File: src/rtl/dsq_pkg.sv
package dsq_pkg;

    typedef enum logic [3:0] {
        S_IDLE,
        S_FETCH,
        S_DECODE,
        S_XFER,
        S_WORD,
        S_DONE,
        S_WB_DEP,
        S_WB_STAT,
        S_NEXT
    } dsq_state_e;

    localparam logic [3:0] OP_OUT_MORE = 4'd0;
    localparam logic [3:0] OP_OUT_LAST = 4'd1;
    localparam logic [3:0] OP_IN_MORE  = 4'd2;
    localparam logic [3:0] OP_IN_LAST  = 4'd3;
    localparam logic [3:0] OP_STORE_W  = 4'd4;
    localparam logic [3:0] OP_LOAD_W   = 4'd5;
    localparam logic [3:0] OP_NOP      = 4'd6;
    localparam logic [3:0] OP_STOP     = 4'd7;

    localparam int ST_BT    = 6;
    localparam int ST_ACT   = 7;
    localparam int ST_DEAD  = 8;
    localparam int ST_WAKE  = 9;
    localparam int ST_FLUSH = 10;
    localparam int ST_RUN   = 11;

    localparam int DESC_BYTES = 16;
    localparam int KEY_LIMIT  = 4;

endpackage

File: src/rtl/dsq_cond_sel.sv
module dsq_cond_sel (
    input  logic [1:0] sel_i,
    input  logic       cond_i,
    output logic       hit_o
);
    always_comb begin
        unique case (sel_i)
            2'd0: hit_o = 1'b0;
            2'd1: hit_o = cond_i;
            2'd2: hit_o = ~cond_i;
            2'd3: hit_o = 1'b1;
            default: hit_o = 1'b0;
        endcase
    end
endmodule

File: src/rtl/dsq_word_size.sv
module dsq_word_size #(
    parameter int ADDR_W = 32
) (
    input  logic [2:0]        cnt_lo_i,
    input  logic [ADDR_W-1:0] addr_i,
    output logic [ADDR_W-1:0] addr_o,
    output logic [3:0]        be_o
);
    always_comb begin
        if (cnt_lo_i[2]) begin
            be_o   = 4'b1111;
            addr_o = {addr_i[ADDR_W-1:2], 2'b00};
        end else if (cnt_lo_i[1]) begin
            be_o   = 4'b0011;
            addr_o = {addr_i[ADDR_W-1:1], 1'b0};
        end else begin
            be_o   = 4'b0001;
            addr_o = addr_i;
        end
    end
endmodule

File: src/rtl/dsq_status.sv
module dsq_status
    import dsq_pkg::*;
(
    input  logic       clk,
    input  logic       rst_n,
    input  logic       run_i,
    input  logic       start_i,
    input  logic       wake_i,
    input  logic       flush_i,
    input  logic [3:0] dev_stat_i,
    input  logic       kill_i,
    input  logic       stop_i,
    input  logic       wake_clr_i,
    input  logic       flush_clr_i,
    input  logic       bt_set_i,
    input  logic       bt_clr_i,
    output logic       start_take_o,
    output logic [15:0] stat_o
);
    logic active_q, dead_q, wake_q, flush_q, bt_q;

    assign start_take_o = start_i & run_i & ~active_q & ~dead_q;

    always_ff @(posedge clk or negedge rst_n) begin
        if (!rst_n) begin
            active_q <= 1'b0;
            dead_q   <= 1'b0;
            wake_q   <= 1'b0;
            flush_q  <= 1'b0;
            bt_q     <= 1'b0;
        end else begin
            if (!run_i) begin
                active_q <= 1'b0;
                dead_q   <= 1'b0;
            end else if (kill_i) begin
                dead_q   <= 1'b1;
                active_q <= 1'b0;
            end else if (stop_i) begin
                active_q <= 1'b0;
            end else if (start_take_o || (wake_i && !dead_q)) begin
                active_q <= 1'b1;
            end

            if (wake_i && run_i)  wake_q <= 1'b1;
            else if (wake_clr_i)  wake_q <= 1'b0;

            if (flush_i)          flush_q <= 1'b1;
            else if (flush_clr_i) flush_q <= 1'b0;

            if (bt_set_i)      bt_q <= 1'b1;
            else if (bt_clr_i) bt_q <= 1'b0;
        end
    end

    always_comb begin
        stat_o           = '0;
        stat_o[3:0]      = dev_stat_i;
        stat_o[ST_BT]    = bt_q;
        stat_o[ST_ACT]   = active_q;
        stat_o[ST_DEAD]  = dead_q;
        stat_o[ST_WAKE]  = wake_q;
        stat_o[ST_FLUSH] = flush_q;
        stat_o[ST_RUN]   = run_i;
    end

    // a dead channel is never active
    a_r3_dead_not_active: assert property (@(posedge clk) disable iff (!rst_n)
        dead_q |-> !active_q) else $error("dead and active together");

    // dropping run clears active and dead
    a_r13_run_low_clears: assert property (@(posedge clk) disable iff (!rst_n)
        !run_i |=> (!active_q && !dead_q)) else $error("run low did not clear");

    // a kill while running leaves the channel dead
    a_r3_kill_dead: assert property (@(posedge clk) disable iff (!rst_n)
        (kill_i && run_i) |=> (dead_q && !active_q)) else $error("kill ignored");

endmodule

File: src/rtl/dsq_sequencer.sv
module dsq_sequencer
    import dsq_pkg::*;
#(
    parameter int ADDR_W = 32
) (
    input  logic              clk,
    input  logic              rst_n,
    input  logic              run_i,
    input  logic              start_i,
    input  logic [ADDR_W-1:0] start_ptr_i,
    input  logic              wake_i,
    input  logic              flush_i,
    input  logic [3:0]        dev_stat_i,
    input  logic              cond_wait_i,
    input  logic              cond_irq_i,
    input  logic              cond_br_i,
    output logic              mem_req_o,
    output logic              mem_we_o,
    output logic [ADDR_W-1:0] mem_addr_o,
    output logic [3:0]        mem_be_o,
    output logic [31:0]       mem_wdata_o,
    input  logic [31:0]       mem_rdata_i,
    input  logic              mem_ack_i,
    output logic              xfer_req_o,
    output logic              xfer_out_o,
    output logic              xfer_last_o,
    output logic [ADDR_W-1:0] xfer_addr_o,
    output logic [15:0]       xfer_len_o,
    input  logic              xfer_done_i,
    input  logic [15:0]       xfer_resid_i,
    output logic              irq_o,
    output logic [15:0]       stat_o,
    output logic [ADDR_W-1:0] cmd_ptr_o
);
    localparam int NSEL = 3;
    localparam int WORDS_PER_DESC = DESC_BYTES / 4;
    localparam int IDX_W = $clog2(WORDS_PER_DESC);

    dsq_state_e state_q, state_d;

    logic [IDX_W-1:0]  idx_q;
    logic [15:0]       cmd_q, req_q, resid_q;
    logic [ADDR_W-1:0] addr_q, ptr_q;
    logic [31:0]       dep_q;
    logic              irq_q;

    logic [3:0] op;
    logic [2:0] key;
    logic       is_xfer, is_word, is_last, is_out, kill_cond;
    logic       active, dead;
    logic       start_take, kill, stop, wake_clr, flush_clr, bt_set, bt_clr;
    logic       take_br;
    logic [ADDR_W-1:0] word_addr;
    logic [3:0]        word_be;
    logic [NSEL-1:0][1:0] sel_fld;
    logic [NSEL-1:0]      sel_cond, sel_hit;
    logic wait_hit, irq_hit, br_hit;
    logic unused_bits;

    assign op      = cmd_q[15:12];
    assign key     = cmd_q[10:8];
    assign is_xfer = (op[3:2] == 2'b00);
    assign is_word = (op == OP_STORE_W) || (op == OP_LOAD_W);
    assign is_last = is_xfer & op[0];
    assign is_out  = is_xfer & ~op[1];
    assign kill_cond = op[3]
                     | (is_xfer & ((addr_q == '0) | (32'(key) >= KEY_LIMIT)))
                     | (is_word & (32'(key) >= KEY_LIMIT));
    assign unused_bits = ^{cmd_q[11], cmd_q[7:6], req_q[15:3]};

    // condition selects: wait, interrupt, branch
    assign sel_fld  = {cmd_q[3:2], cmd_q[5:4], cmd_q[1:0]};
    assign sel_cond = {cond_br_i, cond_irq_i, cond_wait_i};
    for (genvar g = 0; g < NSEL; g++) begin : g_sel
        dsq_cond_sel u_sel (
            .sel_i  (sel_fld[g]),
            .cond_i (sel_cond[g]),
            .hit_o  (sel_hit[g])
        );
    end
    assign wait_hit = sel_hit[0];
    assign irq_hit  = sel_hit[1];
    assign br_hit   = sel_hit[2];
    assign take_br  = br_hit & ~is_word;

    dsq_word_size #(.ADDR_W(ADDR_W)) u_size (
        .cnt_lo_i (req_q[2:0]),
        .addr_i   (addr_q),
        .addr_o   (word_addr),
        .be_o     (word_be)
    );

    assign active = stat_o[ST_ACT];
    assign dead   = stat_o[ST_DEAD];

    // status strobes
    assign wake_clr  = (state_q == S_IDLE) && run_i && active;
    assign stop      = (state_q == S_DECODE) && (op == OP_STOP);
    assign kill      = (state_q == S_DECODE) && (op != OP_STOP) && kill_cond;
    assign flush_clr = (state_q == S_WB_STAT) && mem_ack_i && (is_last || is_word);
    assign bt_set    = (state_q == S_NEXT) && take_br;
    assign bt_clr    = (state_q == S_NEXT) && !take_br;

    dsq_status u_stat (
        .clk          (clk),
        .rst_n        (rst_n),
        .run_i        (run_i),
        .start_i      (start_i),
        .wake_i       (wake_i),
        .flush_i      (flush_i),
        .dev_stat_i   (dev_stat_i),
        .kill_i       (kill),
        .stop_i       (stop),
        .wake_clr_i   (wake_clr),
        .flush_clr_i  (flush_clr),
        .bt_set_i     (bt_set),
        .bt_clr_i     (bt_clr),
        .start_take_o (start_take),
        .stat_o       (stat_o)
    );

    // next state
    always_comb begin
        state_d = state_q;
        unique case (state_q)
            S_IDLE:    if (run_i && active) state_d = S_FETCH;
            S_FETCH:   if (mem_ack_i && idx_q == IDX_W'(WORDS_PER_DESC - 1)) state_d = S_DECODE;
            S_DECODE: begin
                if (op == OP_STOP || kill_cond) state_d = S_IDLE;
                else if (op == OP_NOP)          state_d = S_DONE;
                else if (is_xfer)               state_d = S_XFER;
                else                            state_d = S_WORD;
            end
            S_XFER:    if (xfer_done_i) state_d = S_DONE;
            S_WORD:    if (mem_ack_i) state_d = S_DONE;
            S_DONE: begin
                if (wait_hit)              state_d = S_IDLE;
                else if (op == OP_LOAD_W)  state_d = S_WB_DEP;
                else                       state_d = S_WB_STAT;
            end
            S_WB_DEP:  if (mem_ack_i) state_d = S_WB_STAT;
            S_WB_STAT: if (mem_ack_i) state_d = S_NEXT;
            S_NEXT:    state_d = S_IDLE;
            default:   state_d = S_IDLE;
        endcase
    end

    // state register
    always_ff @(posedge clk or negedge rst_n) begin
        if (!rst_n) state_q <= S_IDLE;
        else        state_q <= state_d;
    end

    // outputs
    always_comb begin
        mem_req_o   = 1'b0;
        mem_we_o    = 1'b0;
        mem_addr_o  = ptr_q;
        mem_be_o    = 4'b1111;
        mem_wdata_o = dep_q;
        unique case (state_q)
            S_FETCH: begin
                mem_req_o  = 1'b1;
                mem_addr_o = ptr_q + ADDR_W'({idx_q, 2'b00});
            end
            S_WORD: begin
                mem_req_o  = 1'b1;
                mem_we_o   = (op == OP_STORE_W);
                mem_addr_o = word_addr;
                mem_be_o   = word_be;
            end
            S_WB_DEP: begin
                mem_req_o  = 1'b1;
                mem_we_o   = 1'b1;
                mem_addr_o = ptr_q + ADDR_W'(8);
            end
            S_WB_STAT: begin
                mem_req_o   = 1'b1;
                mem_we_o    = 1'b1;
                mem_addr_o  = ptr_q + ADDR_W'(12);
                mem_be_o    = is_xfer ? 4'b1111 : 4'b1100;
                mem_wdata_o = {stat_o, resid_q};
            end
            default: ;
        endcase
        xfer_req_o  = (state_q == S_XFER);
        xfer_out_o  = is_out;
        xfer_last_o = is_last;
        xfer_addr_o = addr_q;
        xfer_len_o  = req_q;
        irq_o       = irq_q;
        cmd_ptr_o   = ptr_q;
    end

    // datapath registers
    always_ff @(posedge clk or negedge rst_n) begin
        if (!rst_n) begin
            idx_q   <= '0;
            cmd_q   <= '0;
            req_q   <= '0;
            addr_q  <= '0;
            dep_q   <= '0;
            resid_q <= '0;
            ptr_q   <= '0;
            irq_q   <= 1'b0;
        end else begin
            irq_q <= kill || ((state_q == S_NEXT) && irq_hit);
            if (state_q == S_IDLE) idx_q <= '0;
            if (state_q == S_FETCH && mem_ack_i) begin
                idx_q <= idx_q + 1'b1;
                unique case (idx_q)
                    2'd0: begin
                        req_q <= mem_rdata_i[15:0];
                        cmd_q <= mem_rdata_i[31:16];
                    end
                    2'd1: addr_q <= mem_rdata_i[ADDR_W-1:0];
                    2'd2: dep_q  <= mem_rdata_i;
                    default: ;
                endcase
            end
            if (state_q == S_XFER && xfer_done_i) resid_q <= xfer_resid_i;
            if (state_q == S_WORD && mem_ack_i && op == OP_LOAD_W) begin
                for (int b = 0; b < 4; b++) begin
                    if (word_be[b]) dep_q[8*b +: 8] <= mem_rdata_i[8*b +: 8];
                end
            end
            if (start_take) begin
                ptr_q <= {start_ptr_i[ADDR_W-1:4], 4'b0000};
            end else if (state_q == S_NEXT) begin
                if (take_br) ptr_q <= {dep_q[ADDR_W-1:4], 4'b0000};
                else         ptr_q <= ptr_q + ADDR_W'(DESC_BYTES);
            end
        end
    end

    // the data mover and the memory port are never used together
    a_r4_one_port: assert property (@(posedge clk) disable iff (!rst_n)
        xfer_req_o |-> !mem_req_o) else $error("mover and memory both busy");

    // stop leaves the pointer where it was
    a_r12_stop_ptr: assert property (@(posedge clk) disable iff (!rst_n)
        (state_q == S_DECODE && op == OP_STOP) |=> $stable(ptr_q)) else $error("stop moved pointer");

    // a sequential step advances by one descriptor and clears branch-taken
    a_r9_seq_step: assert property (@(posedge clk) disable iff (!rst_n)
        (state_q == S_NEXT && !take_br && !start_take) |=>
            (ptr_q == $past(ptr_q) + ADDR_W'(DESC_BYTES)) && !stat_o[ST_BT]) else $error("bad sequential step");

    // fetch starts only from a running, active channel
    a_r1_fetch_gate: assert property (@(posedge clk) disable iff (!rst_n)
        (state_q == S_IDLE && state_d == S_FETCH) |-> (run_i && active)) else $error("fetch while stopped");

    // status write-back always covers the status half
    a_r5_wb_be: assert property (@(posedge clk) disable iff (!rst_n)
        (state_q == S_WB_STAT) |-> (mem_we_o && mem_be_o[3:2] == 2'b11)) else $error("status not written");

endmodule

File: config.mk
export PLATFORM = sky130hd
export DESIGN_NAME = dsq_sequencer
export DESIGN_NICKNAME = d
export VERILOG_FILES = /design/src/rtl/dsq_pkg.sv /design/src/rtl/dsq_cond_sel.sv /design/src/rtl/dsq_word_size.sv /design/src/rtl/dsq_status.sv /design/src/rtl/dsq_sequencer.sv
export SDC_FILE = /design/constraint.sdc
export NUM_CORES = 1
export LEC_CHECK = 0
export ABC_AREA = 1
export BUFFER_PORTS_ARGS = -buffer_cell sky130_fd_sc_hd__buf_4
export CORE_UTILIZATION = 45
export CTS_CLUSTER_DIAMETER = 100
export DETAILED_ROUTE_END_ITERATION = 12
export HOLD_SLACK_MARGIN = 0.12
export PLACE_DENSITY = 0.71
export SLEW_MARGIN = 15
export SYNTH_ARGS = -nofsm -noshare
export SYNTH_HDL_FRONTEND = slang
export SYNTH_HIERARCHICAL = 1
export SYNTH_SLANG_ARGS = --single-unit
File: constraint.sdc
create_clock -name clk -period 2.78 [get_ports clk]
set_clock_uncertainty 0.05 [all_clocks]
set_input_delay 0.417 -clock clk [delete_from_list [all_inputs] [get_ports clk]]
set_output_delay 0.417 -clock clk [all_outputs]
set_load 0.02 [all_outputs]
**Yosys cells after proc, flatten, opt, wreduce, memory -nomap -nowiden**

Cells that the tools add are included.

- Eq/ne operators: 33
- Reduce and logical (&&, ||, !) cells: 42
- Add/subtract/negate cells: 5
- Bitwise logic cells: 18
- Div/mod/pow operators: 0
- Shifts and indexed selects: 0
- $mul: 0
- Mux-type cells: 49
- Order comparisons: 1

Operators with widths:

| kind | number |
|---|---|
| 32-bit two-way mux | 7 |
| 32-bit case mux with 4 select lines | 1 |
| 32-bit by 4-bit adder with 32-bit output (second input constant) | 2 |
| 32-bit by 4-bit adder with 32-bit output | 1 |
| 32-bit by 5-bit adder with 32-bit output (second input constant) | 1 |
| 4-bit by 3-bit == test with 1-bit output (second input constant) | 8 |
| 32-bit logical NOT | 1 |
| 8-bit two-way mux | 4 |
| 4-bit case mux with 8 select lines | 1 |
| 4-bit two-way mux | 7 |
| 1-bit logical AND | 18 |
| 2-bit == test (second input constant) | 8 |
| 1-bit two-way mux | 15 |
| 3-bit two-way mux | 4 |
| 1-bit case mux with 4 select lines | 3 |
| 2-bit logical NOT | 5 |
| 2-bit two-way mux | 5 |
| 2-bit nonzero test | 5 |
| 1-bit AND | 8 |
| 2-bit by 1-bit == test with 1-bit output (second input constant) | 4 |
| 4-bit by 2-bit == test with 1-bit output (second input constant) | 2 |
| 2-bit != test (second input constant) | 4 |
| 4-bit case mux with 2 select lines | 1 |
| 1-bit inverter | 7 |
| other kinds (16) | 26 |

- Input port bits: 95
- Bits in writable memories: 0
- Register bits: 156
- Memory bits (read-only): 0
- Latch bits: 0
- Logic and storage cells: 162
- Memories: 0

**Longest topological paths before layout**

Gate-level depths: netlist (run 1).

- Depth in word-level cells: 8
- Depth in mapped cells: 13
- Depth with buffers taken out: 13

**Hierarchy**

The synthesis (run 1) kept the hierarchy.

By module, submodules not included:

| module | cells each | seq. area each (sq um) | area each (sq um) | times used |
|---|---|---|---|---|
| dsq_sequencer | 1110 | 3553.4 | 8082.8 | 1 |
| dsq_status | 40 | 125.1 | 349.1 | 1 |
| dsq_word_size | 40 | 0.0 | 276.5 | 1 |
| dsq_cond_sel | 4 | 0.0 | 15.0 | 3 |

**Least setup slack after synthesis (run 1)**

No wires, ideal clock.

- Path kind: register to output
- Start point: register state_q[0]
- End point: output mem_addr_o[3]
- Setup slack: 0.484 ns
- Buffers on the path: 1
- Arrival: 1.829 ns
- Cell stages (with the launch flop): 8
- Path through: dfrtp_1 -> nand2_1 -> nor2_4 -> clkinv_1 -> clkbuf_1 -> nand2_1 -> ha_1 -> a221o_1

- Cells in the longest elaborated chain, start to end: 2
- Elaborated cells between the ends (all ways): 5
- Those cells by class: eq/ne: 4; mux: 1

RTL lines:

| what | line | source |
|---|---|---|
| start: declaration | dsq_sequencer.sv:39 | `dsq_state_e state_q, state_d;` |
| start signal: assignment | dsq_sequencer.sv:151 | `else state_q <= state_d;` |
| 4-bit by 3-bit == test with 1-bit output / 4-bit by 1-bit == test with 1-bit output (equally long branches) | dsq_sequencer.sv:161 | `unique case (state_q)` |
| 32-bit case mux with 4 select lines * | dsq_sequencer.sv:161 |  |
| end: declaration | dsq_sequencer.sv:19 | `output logic [ADDR_W-1:0] mem_addr_o,` |

Every way passes the cells marked *; elsewhere a longest branch is shown, timed or not.

**Final worst setup path (run 1)**

- Start point: register state_q[2]
- End point: output mem_addr_o[22]

Same word-level chain as after synthesis.

==> run_results.csv, run 1 <==
group,metric,value,unit
routing,wl,30500,µm
yosys,async_flop_share,100,%
yosys,synth.area.top_cells,"dfrtp_1, nand2_1, o21ai_0, inv_1, buf_4",
yosys,synth_top_area_share,42.0,%
sta,slew_violations,0,
critical_path,cp_max_fo,5,
routing,first_iter_violations,771,
floorplanning,rows,50,
routing,ant_nets,0,
sta,finalHoldViolCount,0,
yosys,synth_ff_type,"dfrtp_1",
cells_and_area,insertedDiodeCount,0,
floorplanning,die_area,0.0200,mm²
clocking,cts_tree,"yes",
yosys,synth_edf_count,0,
routing,dr_total_vias,8679,
critical_path,crit_buf_inv,5,
sta,period_share,98.1,%
yosys,ys_seq_area_share,42.0,%
yosys,yosysTopAreaCell,"dfrtp_1",
cells_and_area,fin_util,59.6,%
yosys,ys_ff_latch,147,
sta,finalSetupViolCount,0,
status,status,"finished, final reports clean",
yosys,yosys.cell_count.top_type,"nand2_1",
placement,place_ws,237,ps
routing,post-route-drc-count,0,
cells_and_area,drive_gt1_share,26.2,%
run,drv_cap,0,
placement,io_buffers,250,
routing,via_per_inst,5.15,
grt,overflow,0,
clocking,numCtsBuffers,17,
critical_path,worstPathArrival,2260,ps
sta,tightest_slew,639,ps
grt,grt_pass1_vias,8220,
floorplanning,coreArea,0.0189,mm²
floorplanning,start_util,46.3,%
clocking,clockRootBuffer,"clkbuf_16",
critical_path,cp-start-kind,"register",
sta,min_period,2730,ps
placement,dp_hpwl,23100,µm
yosys,avgSynthCellArea,7.28,µm²
grt,grt_pass1_wl,46000,µm
yosys,ys_types,46,
yosys,syn_inst,1202,
critical_path,cp_data_required_time,2310,ps
sta,tns,0,ps
sta,worst_hold_slack,128,ps
grt,antenna_found_initial,0,
floorplanning,die_w,141,µm
cells_and_area,syn_to_final_growth,28.6,%
critical_path,r2r_slack,690,ps
floorplanning,io_pins,265,
floorplanning,die_y,141,µm
clocking,clock_latency,440,ps
cells_and_area,nNetsFinal,1513,
min_path,hold_path.class,"in2reg",
routing,drt-wirelength-per-cell,18.1,µm
yosys,synthesis.area,0.00875,mm²
routing,drtPass1Iterations,5,
sta,maxSlewHeadroom,57.4,%
critical_path,end_kind,"output port",
sta,fmax,0.367,GHz
critical_path,critPathTopFamily,"simple AND/OR/NAND/NOR gates",
sta,worst_slack,52.3,ps
power,p_per_area,1210,mW/mm²
critical_path,slowest_delay,420,ps
critical_path,cp_slowest_cell,"dfrtp_1",
placement,gp_congestion,0.960,
critical_path,crit_type,"reg2out",
grt,grt_max_degree,57,
clocking,path_clk_slew,70,ps
clocking,cts.sinks,147,
yosys,synthTopCellsByCount,"nand2_1, dfrtp_1, inv_1, o21ai_0, nor2_1",
critical_path,critical_path.cell_chain,"nor2_4 > inv_2 > nor2_4 > inv_4 > nand2_2 > nand2_4 > inv_2 > o21ai_2 > buf_4 > nand2_1 > nand4_1 > buf_4",
clocking,htree_levels,4,
power,power_leakage,5.75,nW
power,vdd_drop_max,556,µV
grt,grt_usage,30.7,%
clocking,cts_buffer_depth,2,
yosys,yosys_warnings,6,
where the power goes:
group          switching [W]  internal [W]  total, W
clock network        0.00107       0.00121   0.00228
registers            0.00105       0.00312   0.00417
logic                0.00442       0.00277   0.00719
total                0.00655       0.00710    0.0136
worst paths after layout:
path	startpoint	end	cells after the start
max	state_q[2]$_DFFE_PN0P_	mem_addr_o[22]	12
min	flush_i	u_stat/flush_q$_DFFE_PN0P_	2
max reg2reg	state_q[0]$_DFFE_PN0P_	cmd_ptr_o[20]$_DFFE_PN0P_	8
min reg2reg	cmd_q[4]$_DFFE_PN0P_	cmd_q[4]$_DFFE_PN0P_	2
max in group asynchronous	rst_n	xfer_addr_o[13]$_DFFE_PN0P_	3
min in group asynchronous	rst_n	cmd_ptr_o[27]$_DFFE_PN0P_	2
per-stage QoR:
step	total power [W]	cell area (µm²)	cells
floorplan	0.00833	8790	1211
global placement	0.0111	10600	1647
detailed placement	0.0112	10600	1647
CTS	0.0136	11200	1683
global route	0.0144	11300	1685
finish	0.0136	11300	1685
logic make-up after synthesis:
kind of cell | share of synthesized area, %
muxes | 2.19
AOI/OAI and AO/OA | 15.1
and+or+nand+nor | 25.9
adders and majority gates | 0.858
buffers and inverters | 13.5
xor gates and xnor gates | 0.300
other | 0.129
DFF | 42.0
cells in the final DEF, fill, tap and decap left out, types with 15 or more instances in the layout:
cell type,instances
clkbuf_16,17
a21oi_1,30
inv_1,142
nand2_1,339
o21ai_1,47
nand3_1,49
nor2_1,95
dfrtp_1,146
o211ai_1,15
buf_4,270
o21ai_0,112
mux2_2,17
routing by layer:
| metal | track usage [%] | up-vias | share of wire (%) |
|---|---|---|---|
| li1 | - | 4199 | - |
| met5 | 0 | - | 0 |
| met2 | 48.2 | 392 | 46 |
| met1 | 40.9 | 4024 | 43 |
| met3 | 7.29 | 64 | 8.0 |
| met4 | 12.7 | 0 | 3.3 |
state kept, by name (all words and copies together), names as in the netlist:
register         flops
dep_q               32
xfer_addr_o         32
cmd_ptr_o           28
resid_q             16
xfer_len_o          16
cmd_q               11
state_q              4
idx_q                2
irq_o                1
u_stat/active_q      1
u_stat/bt_q          1
u_stat/dead_q        1
u_stat/flush_q       1
u_stat/wake_q        1
repair_timing:
item	4_1_cts	5_1_grt
gates resized for setup	7	15
endpoints found under the setup margin	14	10
hold buffers	1	0
buffers inserted	3	2
hold endpoints to repair	54	0
pin swaps	1	5
cell type report:
cell class | instances | area, µm²
Timing Repair Buffer | 275 | 2110
Inverter | 152 | 573
Multi-Input combinational cell | 819 | 4000
Clock inverter | 14 | 130
Clock buffer | 18 | 439
Sequential cell | 147 | 3680
Fill cell | 1858 | 7640
Tap cell | 260 | 325
(Power assumes the default switching activity.)
==> run 2: changes to the inputs <==
Clock period 2.78 ns to 3.2 ns, I/O delays scaled along.
==> run_results.csv, run 2 (synthesized netlist as in run 1, its figures left out) <==
group,metric,value,unit
clocking,htree_levels,4,
grt,grt_util_met3,7.22,%
floorplanning,die_area,0.0200,mm²
sta,finalSetupViolCount,0,
grt,overflow,0,
routing,drtPass1Iterations,5,
sta,period_share,95.6,%
placement,io_buffers,250,
cells_and_area,syn_to_final_growth,27.1,%
power,finalPower,0.0117,W
power,p_per_area,1050,mW/mm²
sta,finalHoldViolCount,0,
critical_path,worstPathArrival,2530,ps
routing,ant_nets,0,
grt,grt_usage,30.2,%
clocking,cts.sinks,147,
sta,worst_hold_slack,204,ps
placement,gp_congestion,0.939,
floorplanning,start_util,46.3,%
power,power_leakage,5.69,nW
min_path,whs_endpoint,"u_stat/flush_q$_DFFE_PN0P_",
grt,antenna_found_initial,0,
critical_path,cp_data_required_time,2670,ps
grt,top_usage_layer,"met2",
cells_and_area,final_cell_mix,"nand2_1, buf_4, dfrtp_1",
grt,grt_pass1_wl,45500,µm
critical_path,cp-start-kind,"register",
grt,grt_max_degree,55,
grt,met1_usage,41.4,%
min_path,hold_path.class,"in2reg",
clocking,clock_latency,430,ps
critical_path,r2r_slack,780,ps
critical_path,reg2reg_depth,7,
routing,wl,29700,µm
routing,via_per_inst,5.19,
cells_and_area,fillers,1838,
critical_path,reg2reg_from,"state_q[0]$_DFFE_PN0P_",
routing,dr_total_vias,8695,
floorplanning,coreArea,0.0189,mm²
clocking,clockRootBuffer,"clkbuf_16",
routing,first_iter_violations,727,
clocking,path_clk_slew,60,ps
sta,min_period,3060,ps
cells_and_area,layout.cells.most_common,"nand2_1",
cells_and_area,nNetsFinal,1504,
sta,tns,0,ps
status,status,"finished, final reports clean",
critical_path,end_kind,"output port",
floorplanning,die_w,141,µm
grt,grt_pass1_vias,8069,
critical_path,reg2reg_to,"cmd_ptr_o[20]$_DFFE_PN0P_",
critical_path,crit_type,"reg2out",
run,drv_cap,0,
floorplanning,die_y,141,µm
min_path,holdCritStartpoint,"flush_i",
cells_and_area,insertedDiodeCount,0,
power,vdd_drop_max,565,µV
min_path,min_path_cells,2,
clocking,cts_buffer_depth,2,
sta,tightest_slew,967,ps
floorplanning,rows,50,
grt,groute.layer.met2.usage,46.3,%
routing,drt-wirelength-per-cell,17.7,µm
sta,maxSlewHeadroom,35.3,%
placement,dp_hpwl,22800,µm
cells_and_area,drive_gt1_share,24.8,%
critical_path,cp_max_fo,6,
sta,slew_violations,0,
clocking,cts_tree,"yes",
sta,rsz0062_at_grt,"no",
floorplanning,io_pins,265,
sta,fmax,0.327,GHz
routing,post-route-drc-count,0,
clocking,numCtsBuffers,17,
## run 2: routing by layer
layer  vias up  share of wire [%]
li1       4183                  -
met1      4039                 43
met2       418                 45
met3        55                9.1
met4         0                3.0
met5         -                  0
## run 2: what timing repair did
action                                 in CTS  in global routing
buffers inserted                            0                  0
gates resized for setup                     0                  4
hold buffers                                1                  0
setup endpoints to repair                   0                  1
endpoints found under the hold margin      49                  0
## run 2: cell type report
cell class	count	area (µm²)	area share (%)
clock buffers	19	443	3.98
multi-input cells	819	3950	35.4
clock inverters	13	139	1.25
flip-flops and latches	147	3680	33.1
inverters	152	571	5.13
repair buffers	266	2030	18.2
well taps	260	325	2.92
## run 2: stage by stage
stage	cells	cell area, µm²	worst slack, ps	util (%)
after floorplan	1211	8790	841	-
after global placement	1643	10500	623	55.7
after detailed placement	1643	10500	602	55.7
after CTS	1676	11100	139	58.9
after global routing	1676	11100	10.3	58.9
final	1676	11100	142	58.9
## run 2: how the worst max path moves through the flow
stage | start | end | slack, ps | cells past startpoint
global placement | state_q[3]$_DFFE_PN0P_ | mem_addr_o[30] | 620 | 13
CTS | state_q[3]$_DFFE_PN0P_ | mem_addr_o[30] | 140 | 13
global route | state_q[1]$_DFFE_PN0P_ | mem_addr_o[30] | 10 | 13
finish | state_q[1]$_DFFE_PN0P_ | mem_addr_o[30] | 140 | 13
detailed placement | state_q[3]$_DFFE_PN0P_ | mem_addr_o[30] | 600 | 13
floorplan | state_q[0]$_DFFE_PN0P_ | mem_addr_o[3] | 840 | 7
## run 2: report_power, final
part | switching [W] | total [W] | leakage [nW] | internal, W
logic | 0.00374 | 0.00606 | 3.60 | 0.00232
registers | 0.000956 | 0.00366 | 1.81 | 0.00271
clock network | 0.000883 | 0.00200 | 0.289 | 0.00112
total | 0.00557 | 0.0117 | 5.69 | 0.00615
## run 2: worst max-delay path, cell delays in order, from the launching register on
cell and delay [ps]:
dfrtp_1 410, inv_1 140, nand2_2 100, nor2_4 190, inv_2 100, nand2_1 110, nand2_1 240, inv_2 130
o21ai_2 130, inv_2 120, nand2_1 50, nand2_1 50, nand3_1 130, buf_4 200
